File: src/rtl/dma_pkg.sv
package dma_pkg;
    localparam int DATA_W     = 32;
    localparam int ADDR_W     = 64;
    localparam int IDX_W      = 4;
    localparam int FETCH_LAST = 9;   // last descriptor word read
    localparam int STATUS_OFS = 7;   // word offset of status
    localparam int START_BIT  = 0;
    localparam int WIDE_BIT   = 1;
    localparam int CMD_IRQ    = 0;
    localparam int CMD_TOPER  = 1;

    typedef struct packed {
        logic [ADDR_W-1:0] next;
        logic [ADDR_W-1:0] mem;
        logic [DATA_W-1:0] per;
        logic [DATA_W-1:0] len;
        logic [DATA_W-1:0] step;
        logic [DATA_W-1:0] count;
        logic              irq_en;
        logic              to_per;
    } desc_t;

    typedef enum logic [3:0] {
        S_IDLE, S_FETCH, S_SETUP, S_MRD, S_PWR, S_PRD, S_MWR, S_WB
    } state_t;

    function automatic logic [ADDR_W-1:0] word_ofs(input logic [IDX_W-1:0] i);
        return {{(ADDR_W-IDX_W-2){1'b0}}, i, 2'b00};
    endfunction
endpackage

File: src/rtl/dma_desc_store.sv
module dma_desc_store import dma_pkg::*; (
    input  logic              clk,
    input  logic              rst,
    input  logic              load,
    input  logic [IDX_W-1:0]  idx,
    input  logic [DATA_W-1:0] wdata,
    input  logic              wide,
    output desc_t             desc
);
    logic [DATA_W-1:0] nxt_lo, nxt_hi, mem_lo, mem_hi, per_q, len_q, step_q, cnt_q;
    logic [1:0]        cmd_q;

    always_ff @(posedge clk) begin
        if (rst) begin
            nxt_lo <= '0; nxt_hi <= '0; mem_lo <= '0; mem_hi <= '0;
            per_q  <= '0; len_q  <= '0; step_q <= '0; cnt_q  <= '0;
            cmd_q  <= '0;
        end else if (load) begin
            case (idx)
                4'd0: nxt_lo <= wdata;
                4'd1: mem_lo <= wdata;
                4'd2: per_q  <= wdata;
                4'd3: len_q  <= wdata;
                4'd4: step_q <= wdata;
                4'd5: cnt_q  <= wdata;
                4'd6: cmd_q  <= {wdata[CMD_TOPER], wdata[CMD_IRQ]};
                4'd8: nxt_hi <= wdata;
                4'd9: mem_hi <= wdata;
                default: ;
            endcase
        end
    end

    always_comb begin
        desc.next   = {wide ? nxt_hi : '0, nxt_lo};
        desc.mem    = {wide ? mem_hi : '0, mem_lo};
        desc.per    = per_q;
        desc.len    = len_q;
        desc.step   = step_q;
        desc.count  = cnt_q;
        desc.irq_en = cmd_q[0];
        desc.to_per = cmd_q[1];
    end
endmodule

File: src/rtl/dma_cursor.sv
module dma_cursor import dma_pkg::*; (
    input  logic              clk,
    input  logic              rst,
    input  logic              init,
    input  logic [ADDR_W-1:0] base,
    input  logic [DATA_W-1:0] len,
    input  logic [DATA_W-1:0] step,
    input  logic [DATA_W-1:0] count,
    input  logic              adv,
    output logic [ADDR_W-1:0] addr,
    output logic              last
);
    logic [DATA_W-1:0] word_q, blk_q;
    logic              end_blk;

    assign end_blk = (word_q == len - 32'd1);
    assign last    = end_blk && (blk_q == count - 32'd1);

    always_ff @(posedge clk) begin
        if (rst) begin
            addr <= '0; word_q <= '0; blk_q <= '0;
        end else if (init) begin
            addr <= base; word_q <= '0; blk_q <= '0;
        end else if (adv) begin
            if (end_blk) begin
                word_q <= '0;
                blk_q  <= blk_q + 32'd1;
                addr   <= addr + 64'd4 + {{(ADDR_W-DATA_W-2){1'b0}}, step, 2'b00};
            end else begin
                word_q <= word_q + 32'd1;
                addr   <= addr + 64'd4;
            end
        end
    end
endmodule

File: src/rtl/chain_dma.sv
module chain_dma import dma_pkg::*; #(
    parameter int          CFG_BITS  = 2,
    parameter logic [31:0] DONE_CODE = 32'h0000_0001
) (
    input  logic              clk,
    input  logic              rst,
    input  logic              ctrl_wr,
    input  logic [ADDR_W-1:0] ctrl_wdata,
    output logic              busy,
    output logic              done,
    output logic              irq,
    output logic              mem_req,
    output logic              mem_we,
    output logic [ADDR_W-1:0] mem_addr,
    output logic [DATA_W-1:0] mem_wdata,
    input  logic [DATA_W-1:0] mem_rdata,
    input  logic              mem_ack,
    output logic              per_req,
    output logic              per_we,
    output logic [DATA_W-1:0] per_addr,
    output logic [DATA_W-1:0] per_wdata,
    input  logic [DATA_W-1:0] per_rdata,
    input  logic              per_ack
);
    localparam logic [ADDR_W-1:0] PTR_MASK = ~((64'd1 << CFG_BITS) - 64'd1);
    localparam logic [ADDR_W-1:0] STAT_OFS = 64'(STATUS_OFS * 4);

    state_t            state;
    desc_t             desc;
    logic [ADDR_W-1:0] desc_ptr, cur_addr, start_ptr;
    logic [IDX_W-1:0]  idx;
    logic              wide_q, done_q, irq_q;
    logic [DATA_W-1:0] data_q;
    logic              ld, cur_init, adv, cur_last, empty;

    assign ld       = (state == S_FETCH) && mem_ack;
    assign cur_init = (state == S_SETUP);
    assign adv      = ((state == S_PWR) && per_ack) || ((state == S_MWR) && mem_ack);
    assign empty    = (desc.len == '0) || (desc.count == '0);
    assign start_ptr = ctrl_wdata[WIDE_BIT] ? ctrl_wdata
                                            : {{(ADDR_W-DATA_W){1'b0}}, ctrl_wdata[DATA_W-1:0]};

    dma_desc_store u_store (
        .clk(clk), .rst(rst), .load(ld), .idx(idx), .wdata(mem_rdata),
        .wide(wide_q), .desc(desc)
    );

    dma_cursor u_cursor (
        .clk(clk), .rst(rst), .init(cur_init), .base(desc.mem), .len(desc.len),
        .step(desc.step), .count(desc.count), .adv(adv), .addr(cur_addr), .last(cur_last)
    );

    always_ff @(posedge clk) begin
        if (rst) begin
            state <= S_IDLE; desc_ptr <= '0; idx <= '0; wide_q <= 1'b0;
            done_q <= 1'b0; irq_q <= 1'b0; data_q <= '0;
        end else begin
            irq_q <= 1'b0;
            case (state)
                S_IDLE: if (ctrl_wr) begin
                    done_q <= 1'b0;
                    wide_q <= ctrl_wdata[WIDE_BIT];
                    if (ctrl_wdata[START_BIT]) begin
                        desc_ptr <= start_ptr & PTR_MASK;
                        idx      <= '0;
                        state    <= S_FETCH;
                    end
                end
                S_FETCH: if (mem_ack) begin
                    idx <= idx + 4'd1;
                    if (idx == IDX_W'(FETCH_LAST)) state <= S_SETUP;
                end
                S_SETUP: state <= empty ? S_WB : (desc.to_per ? S_MRD : S_PRD);
                S_MRD: if (mem_ack) begin
                    data_q <= mem_rdata;
                    state  <= S_PWR;
                end
                S_PWR: if (per_ack) state <= cur_last ? S_WB : S_MRD;
                S_PRD: if (per_ack) begin
                    data_q <= per_rdata;
                    state  <= S_MWR;
                end
                S_MWR: if (mem_ack) state <= cur_last ? S_WB : S_PRD;
                S_WB: if (mem_ack) begin
                    irq_q <= desc.irq_en;
                    if (desc.next == '0) begin
                        done_q <= 1'b1;
                        state  <= S_IDLE;
                    end else begin
                        desc_ptr <= desc.next & PTR_MASK;
                        idx      <= '0;
                        state    <= S_FETCH;
                    end
                end
                default: state <= S_IDLE;
            endcase
        end
    end

    always_comb begin
        mem_req = 1'b0; mem_we = 1'b0; mem_addr = '0; mem_wdata = '0;
        per_req = 1'b0; per_we = 1'b0; per_addr = desc.per; per_wdata = data_q;
        case (state)
            S_FETCH: begin mem_req = 1'b1; mem_addr = desc_ptr + word_ofs(idx); end
            S_MRD:   begin mem_req = 1'b1; mem_addr = cur_addr; end
            S_MWR:   begin mem_req = 1'b1; mem_we = 1'b1; mem_addr = cur_addr; mem_wdata = data_q; end
            S_WB:    begin mem_req = 1'b1; mem_we = 1'b1; mem_addr = desc_ptr + STAT_OFS; mem_wdata = DONE_CODE; end
            S_PWR:   begin per_req = 1'b1; per_we = 1'b1; end
            S_PRD:   per_req = 1'b1;
            default: ;
        endcase
    end

    assign busy = (state != S_IDLE);
    assign done = done_q;
    assign irq  = irq_q;

    p_mem_hold_r3: assert property (@(posedge clk) disable iff (rst)
        (mem_req && !mem_ack) |=> (mem_req && $stable(mem_addr) && $stable(mem_we)))
        else $error("mem request dropped or changed before ack");
    p_per_hold_r5: assert property (@(posedge clk) disable iff (rst)
        (per_req && !per_ack) |=> (per_req && $stable(per_we)))
        else $error("peripheral request dropped before ack");
    p_one_port_r5: assert property (@(posedge clk) disable iff (rst)
        !(mem_req && per_req))
        else $error("both ports requested together");
    p_irq_pulse_r6: assert property (@(posedge clk) disable iff (rst)
        irq |=> !irq)
        else $error("irq wider than one cycle");
    p_done_idle_r8: assert property (@(posedge clk) disable iff (rst)
        done |-> !busy)
        else $error("done while busy");
    p_narrow_hi_r9: assert property (@(posedge clk) disable iff (rst)
        (mem_req && !wide_q) |-> (mem_addr[63:32] == 32'd0))
        else $error("upper address bits used with wide flag clear");
endmodule

File: config.mk
export PLATFORM = sky130hd
export DESIGN_NAME = chain_dma
export DESIGN_NICKNAME = d
export VERILOG_FILES = /design/src/rtl/dma_pkg.sv /design/src/rtl/dma_desc_store.sv /design/src/rtl/dma_cursor.sv /design/src/rtl/chain_dma.sv
export SDC_FILE = /design/constraint.sdc
export NUM_CORES = 2
export LEC_CHECK = 0
export BUFFER_PORTS_ARGS = -buffer_cell sky130_fd_sc_hd__buf_2
export CAP_MARGIN = 20
export CORE_MARGIN = 2
export CORE_UTILIZATION = 40
export CTS_CLUSTER_DIAMETER = 100
export DETAILED_ROUTE_END_ITERATION = 16
export PLACE_DENSITY = 0.64
export SLEW_MARGIN = 20
export SYNTH_ARGS = -nofsm -noshare
export SYNTH_HDL_FRONTEND = slang
export SYNTH_SLANG_ARGS = --single-unit
export TNS_END_PERCENT = 5
File: constraint.sdc
create_clock -name clk -period 9.9 [get_ports clk]
set_clock_uncertainty 0.05 [all_clocks]
set_input_delay 1.98 -clock clk [delete_from_list [all_inputs] [get_ports clk]]
set_output_delay 1.98 -clock clk [all_outputs]
set_load 0.02 [all_outputs]
---- Word-level counts from Yosys, hierarchy flattened ----
Cells that the tools add are included.
word-level totals
  flip-flop bits (word level) ............. 493
  output and inout port bits .............. 167
  word-level logic and storage cells ...... 142
  input bits .............................. 133
cells by class
  bitwise operators ....................... 2
  add/sub/neg operators ................... 9
  eq/ne operators ......................... 28
  reductions and logical operators ........ 38
  multiplexer cells ....................... 46
operator list
  operator                 number
  $mux W64                 8
  $pmux W64 S3             1
  $mux W32                 5
  $pmux W32 S2             2
  $pmux W64 S2             1
  $add A32 B1 Y32 const B  2
  $add A64 B3 Y64 const B  1
  $add A64 B34 Y64         1
  $add A64 B5 Y64 const B  1
  $add A64 B6 Y64          1
  $eq A32 B32 Y1           2
  $logic_not A32 Y1        2
  $logic_not A64 Y1        1
  $sub A32 B1 Y32 const B  2
  $mux W4                  14
  $pmux W4 S8              1
  $eq A4 B3 Y1 const B     7
  $reduce_and A2 Y1        11
  $ne A2 B2 Y1 const B     10
  $eq A4 B2 Y1 const B     4
  $pmux W4 S3              1
  $mux W3                  3
  $reduce_and A9 Y1        1
  $eq A4 B1 Y1 const B     2
  other kinds (20)         39

---- Depth between registers and ports, before layout ----
  depth after elaboration ................. 6
  gate-level depth with buffers ........... 21
  gate-level depth less buffers ........... 18

---- Modules after synthesis ----
A second synthesis with hierarchy kept.
unflattened totals
  cells, all modules ...................... 3800
  area total of the unflattened synthesis .. 31365.1 um^2
modules (own cells, without submodules)
  module          area each (um^2)  cells each  instances  sequential area each (um^2)
  dma_cursor      12903.6           1740        1          2562.5
  dma_desc_store  10526.3           983         1          5165.0
  chain_dma       7935.1            1077        1          2082.0

---- Worst setup path before layout ----
Ideal clock, no wire load.
  kind .................................... reg-to-output
  start ................................... register state[0]
  end ..................................... output port mem_addr[60]
  path buffers ............................ 4
  path slack .............................. 3.123 ns
  arrival ................................. 4.747 ns
  cell stages (with the launch flop) ...... 21
  data required time ...................... 7.870 ns
  cell sequence ........................... dfxtp_1 > clkbuf_1 > nand2_1 > clkbuf_1 > buf_1 > nand2_1 > ha_1 > inv_1 > fa_1 > nor2b_1 > o21ai_1 > a211o_1 > or2_2 > clkbuf_1 > or3_1 > nor4_1 > and4_1 > nand4_1 > nor3_1 > xnor2_1 > o21ai_1
on the way
  longest elaborated chain between the ends .. 3
  elaborated cells on any way between the ends .. 6
  those cells by class .................... 4 x eq/ne; 1 x mux; 1 x reduce/logical
RTL lines
  element                                              line              RTL
  from (decl)                                          chain_dma.sv:28   state_t state;
  from (signal assigned)                               chain_dma.sv:73   S_SETUP: state <= empty ? S_WB : (desc.to_per ? S_MRD : S_PRD);
  from (signal assigned)                               chain_dma.sv:78   S_PWR: if (per_ack) state <= cur_last ? S_WB : S_MRD;
  from (signal assigned)                               chain_dma.sv:83   S_MWR: if (mem_ack) state <= cur_last ? S_WB : S_PRD;
  $eq A4 B3 Y1 / $eq A4 B2 Y1 (equally long branches)  chain_dma.sv:103  case (state)
  $reduce_or A2 Y1 (no line)                           -
  $pmux W64 S3 *                                       chain_dma.sv:103
  to (decl)                                            chain_dma.sv:14   output logic [ADDR_W-1:0] mem_addr,
Every way passes the cells marked *; elsewhere a longest branch is shown, timed or not.

---- Worst setup path after layout ----
  start ................................... register state[1]
  end ..................................... output port mem_addr[60]
Same word-level chain as after synthesis.

==> results.json <==
{
  "outcome": "completed",
  "syn_nets": 4047,
  "htree_levels": 2,
  "yosysWarnings": 0,
  "finalSetupViolCount": 0,
  "core_area_mm2": 0.0699,
  "num_io_pins": 300,
  "synth_seq_cells": 490,
  "avgViaCountPerCell": 5.83,
  "cp_slowest_cell": "inv_1",
  "fmax_mhz": 113,
  "slew_headroom_pct": 28.2,
  "ir_drop_mv": 0.126,
  "grt_pass1_wl_mm": 160,
  "synth_top_area_share_pct": 34.8,
  "grt_max_degree": 158,
  "synth_ff_type": "dfxtp_1",
  "cts_made_buffers": 52,
  "critPathLaunchType": "flip-flop",
  "crit_fanout": 34,
  "holdBufCountCts": 0,
  "grtUsageTotal_pct": 28.2,
  "tightest_slew_ps": 1080,
  "syn_area_mm2": 0.0282,
  "p_per_area_mw_per_mm2": 145,
  "cts_max_path_buffers": 3,
  "drtAntennaViolNets": 0,
  "die_w_um": 269,
  "r2r_slack_ps": 3830,
  "tns_ps": 0,
  "maxSlewViolCount": 0,
  "ctsResizeCount": 0,
  "cap_violations": 0,
  "period_share_pct": 89.1,
  "vias": 28700,
  "drive_above_1_share_pct": 11.9,
  "globalRouteOverflowTotal": 0,
  "synth_edf_count": 0,
  "cts_tree": "done",
  "synthCells": 3867,
  "hold_violations": 0,
  "grt_pass1_vias": 25400,
  "synth_top_area_cell": "dfxtp_1",
  "portBuffers": 299,
  "rsz0062_at_grt": "no",
  "drc": 0,
  "die_h_um": 269,
  "required_ps": 7870,
  "ys_async_sr_fraction_pct": 0,
  "critical_path_class": "flip-flop to primary output",
  "end_kind": "primary output",
  "syn_area_per_cell_um2": 7.29,
  "p_leak_nw": 11.9,
  "fin_crit_ps": 8820,
  "crit_arrival_ps": 6790,
  "pre_cts_ws_ps": 1800,
  "synth_most_common_cell": "nand2_1",
  "synth_cell_type_count": 83,
  "dr.pass1.iters": 6,
  "hold_path.class": "flip-flop to flip-flop",
  "layout.nets": 4112,
  "synth_common_cells": "nand2_1 (838), dfxtp_1 (490), a21oi_1 (382)",
  "worst_path_largest_cell_delay_ps": 850,
  "gp_congestion": 0.952,
  "netlist_top_cells_area": "dfxtp_1 (35%), nand2_1 (11%), a21oi_1 (6.8%), xnor2_1 (4.7%), xor2_1 (4.6%)",
  "initial_core_util_pct": 40.3,
  "drt_iter0_drc": 2829,
  "dpl.hpwl_mm": 74.6,
  "synth-seq-area-share_pct": 34.8,
  "critPathBufInv": 3,
  "drt_wl_total_mm": 108,
  "n_fill_cell": 7244,
  "cts_setup_buffers": 0,
  "drt-wirelength-per-cell_um": 21.9,
  "clk_latency_ps": 630,
  "crit_chain": "nand2_1, inv_1, nand2_2, nand2_1, ha_1, inv_1, fa_1, nor2b_1, o21ai_1, a211o_1, or2_2, or3_1, nor4_1, and4_1, nand4_1, nor3_1, xnor2_1, o21ai_1, buf_2",
  "cts-root-buf": "clkbuf_16",
  "cp_top_family": "simple AND/OR/NAND/NOR gates",
  "clk_pin_slew_ps": 60,
  "rows": 97,
  "fin_ws_ps": 1080,
  "antenna_found_initial": 1,
  "clock-sinks": 490,
  "syn_to_final_growth_pct": 12.1,
  "dieArea_mm2": 0.0726
}
==> kinds of logic after synthesis <==
kind of cell | Yosys count | share of synthesized area [%]
compound gates | 804 | 17.5
xor+xnor | 302 | 9.41
fa+ha+maj | 47 | 2.14
buf+inv | 382 | 5.57
flops | 490 | 34.8
mux | 24 | 0.857
simple gates | 1818 | 29.7
==> metal layers <==
layer / up-vias / wire, um / share of wire (%) / GRT usage [%]
met5: - / 22 / 0.020 / 0
met1: 13600 / 45800 / 43 / 38.1
met4: 4 / 5170 / 4.8 / 12.5
met2: 1220 / 47600 / 44 / 44.1
li1: 13600 / - / - / -
met3: 219 / 9020 / 8.4 / 4.75
==> final timing paths <==
check | from | endpoint | depth (start not counted)
min reg2reg | u_store.cmd_q[0] | irq | 2
max reg2reg | u_cursor.addr[2] | u_cursor.addr[54] | 16
max | state[1] | mem_addr[60] | 19
min | u_store.cmd_q[0] | irq | 2
==> through the flow <==
| stage | total power [mW] | instance area (um^2) | hold WS (ps) | util (%) | cells |
|---|---|---|---|---|---|
| after floorplan | 2.41 | 28200 | 365 | - | 3867 |
| after global placement | 2.62 | 29900 | 376 | 42.7 | 4817 |
| after detailed placement | 2.62 | 29900 | 379 | 42.8 | 4818 |
| after CTS | 4.57 | 31600 | 382 | 45.2 | 4913 |
| after global routing | 4.71 | 31600 | 406 | 45.2 | 4913 |
| final | 4.57 | 31600 | 384 | 45.2 | 4916 |
==> report_power, final <==
group	total [mW]	switching (mW)	internal [mW]
registers	2.13	0.0959	2.03
logic	0.462	0.322	0.140
clock network	1.98	0.875	1.11
total	4.57	1.29	3.28
==> sequential cells by signal (all words and copies together), names as in the netlist, 32 cells and up <==
| register | cells |
|---|---|
| u_cursor.addr | 64 |
| desc_ptr | 62 |
| per_wdata | 32 |
| u_cursor.blk_q | 32 |
| u_cursor.word_q | 32 |
| u_store.cnt_q | 32 |
| u_store.len_q | 32 |
| u_store.mem_hi | 32 |
| u_store.mem_lo | 32 |
| u_store.nxt_hi | 32 |
| u_store.nxt_lo | 32 |
| u_store.per_q | 32 |
| u_store.step_q | 32 |
==> worst min-delay path, cell delays in order (launching register included) <==
cell and delay [ps]:
dfxtp_1 310, inv_1 50, nor4_1 40
==> cell usage in the layout, fill, tap and decap left out, types with 18 or more instances in the layout <==
master       n
nand2_1    835
dfxtp_1    488
a21oi_1    381
nor2_1     312
buf_2      298
nand3_1    198
xnor2_1    152
xor2_1     149
o21ai_0    124
a311oi_1   100
and3_1      86
nor3_1      77
nor4_1      64
nand4_1     56
clkbuf_16   52
inv_1       49
ha_1        45
or3_1       42
buf_4       42
a211oi_1    32
a21o_1      29
mux2i_1     23
and4_1      21
a31oi_1     18
==> cell type report <==
type	instances	area, um^2	area share, %
multi-input cells	2995	16900	53.4
flip-flops and latches	490	9810	31.1
repair buffers	342	1840	5.83
clock buffers	72	1460	4.61
well taps	940	1180	3.72
clock inverters	23	228	0.721
inverters	51	191	0.606
diodes	3	7.51	0.0238
Note: power is estimated with default switching activity, not from simulation.
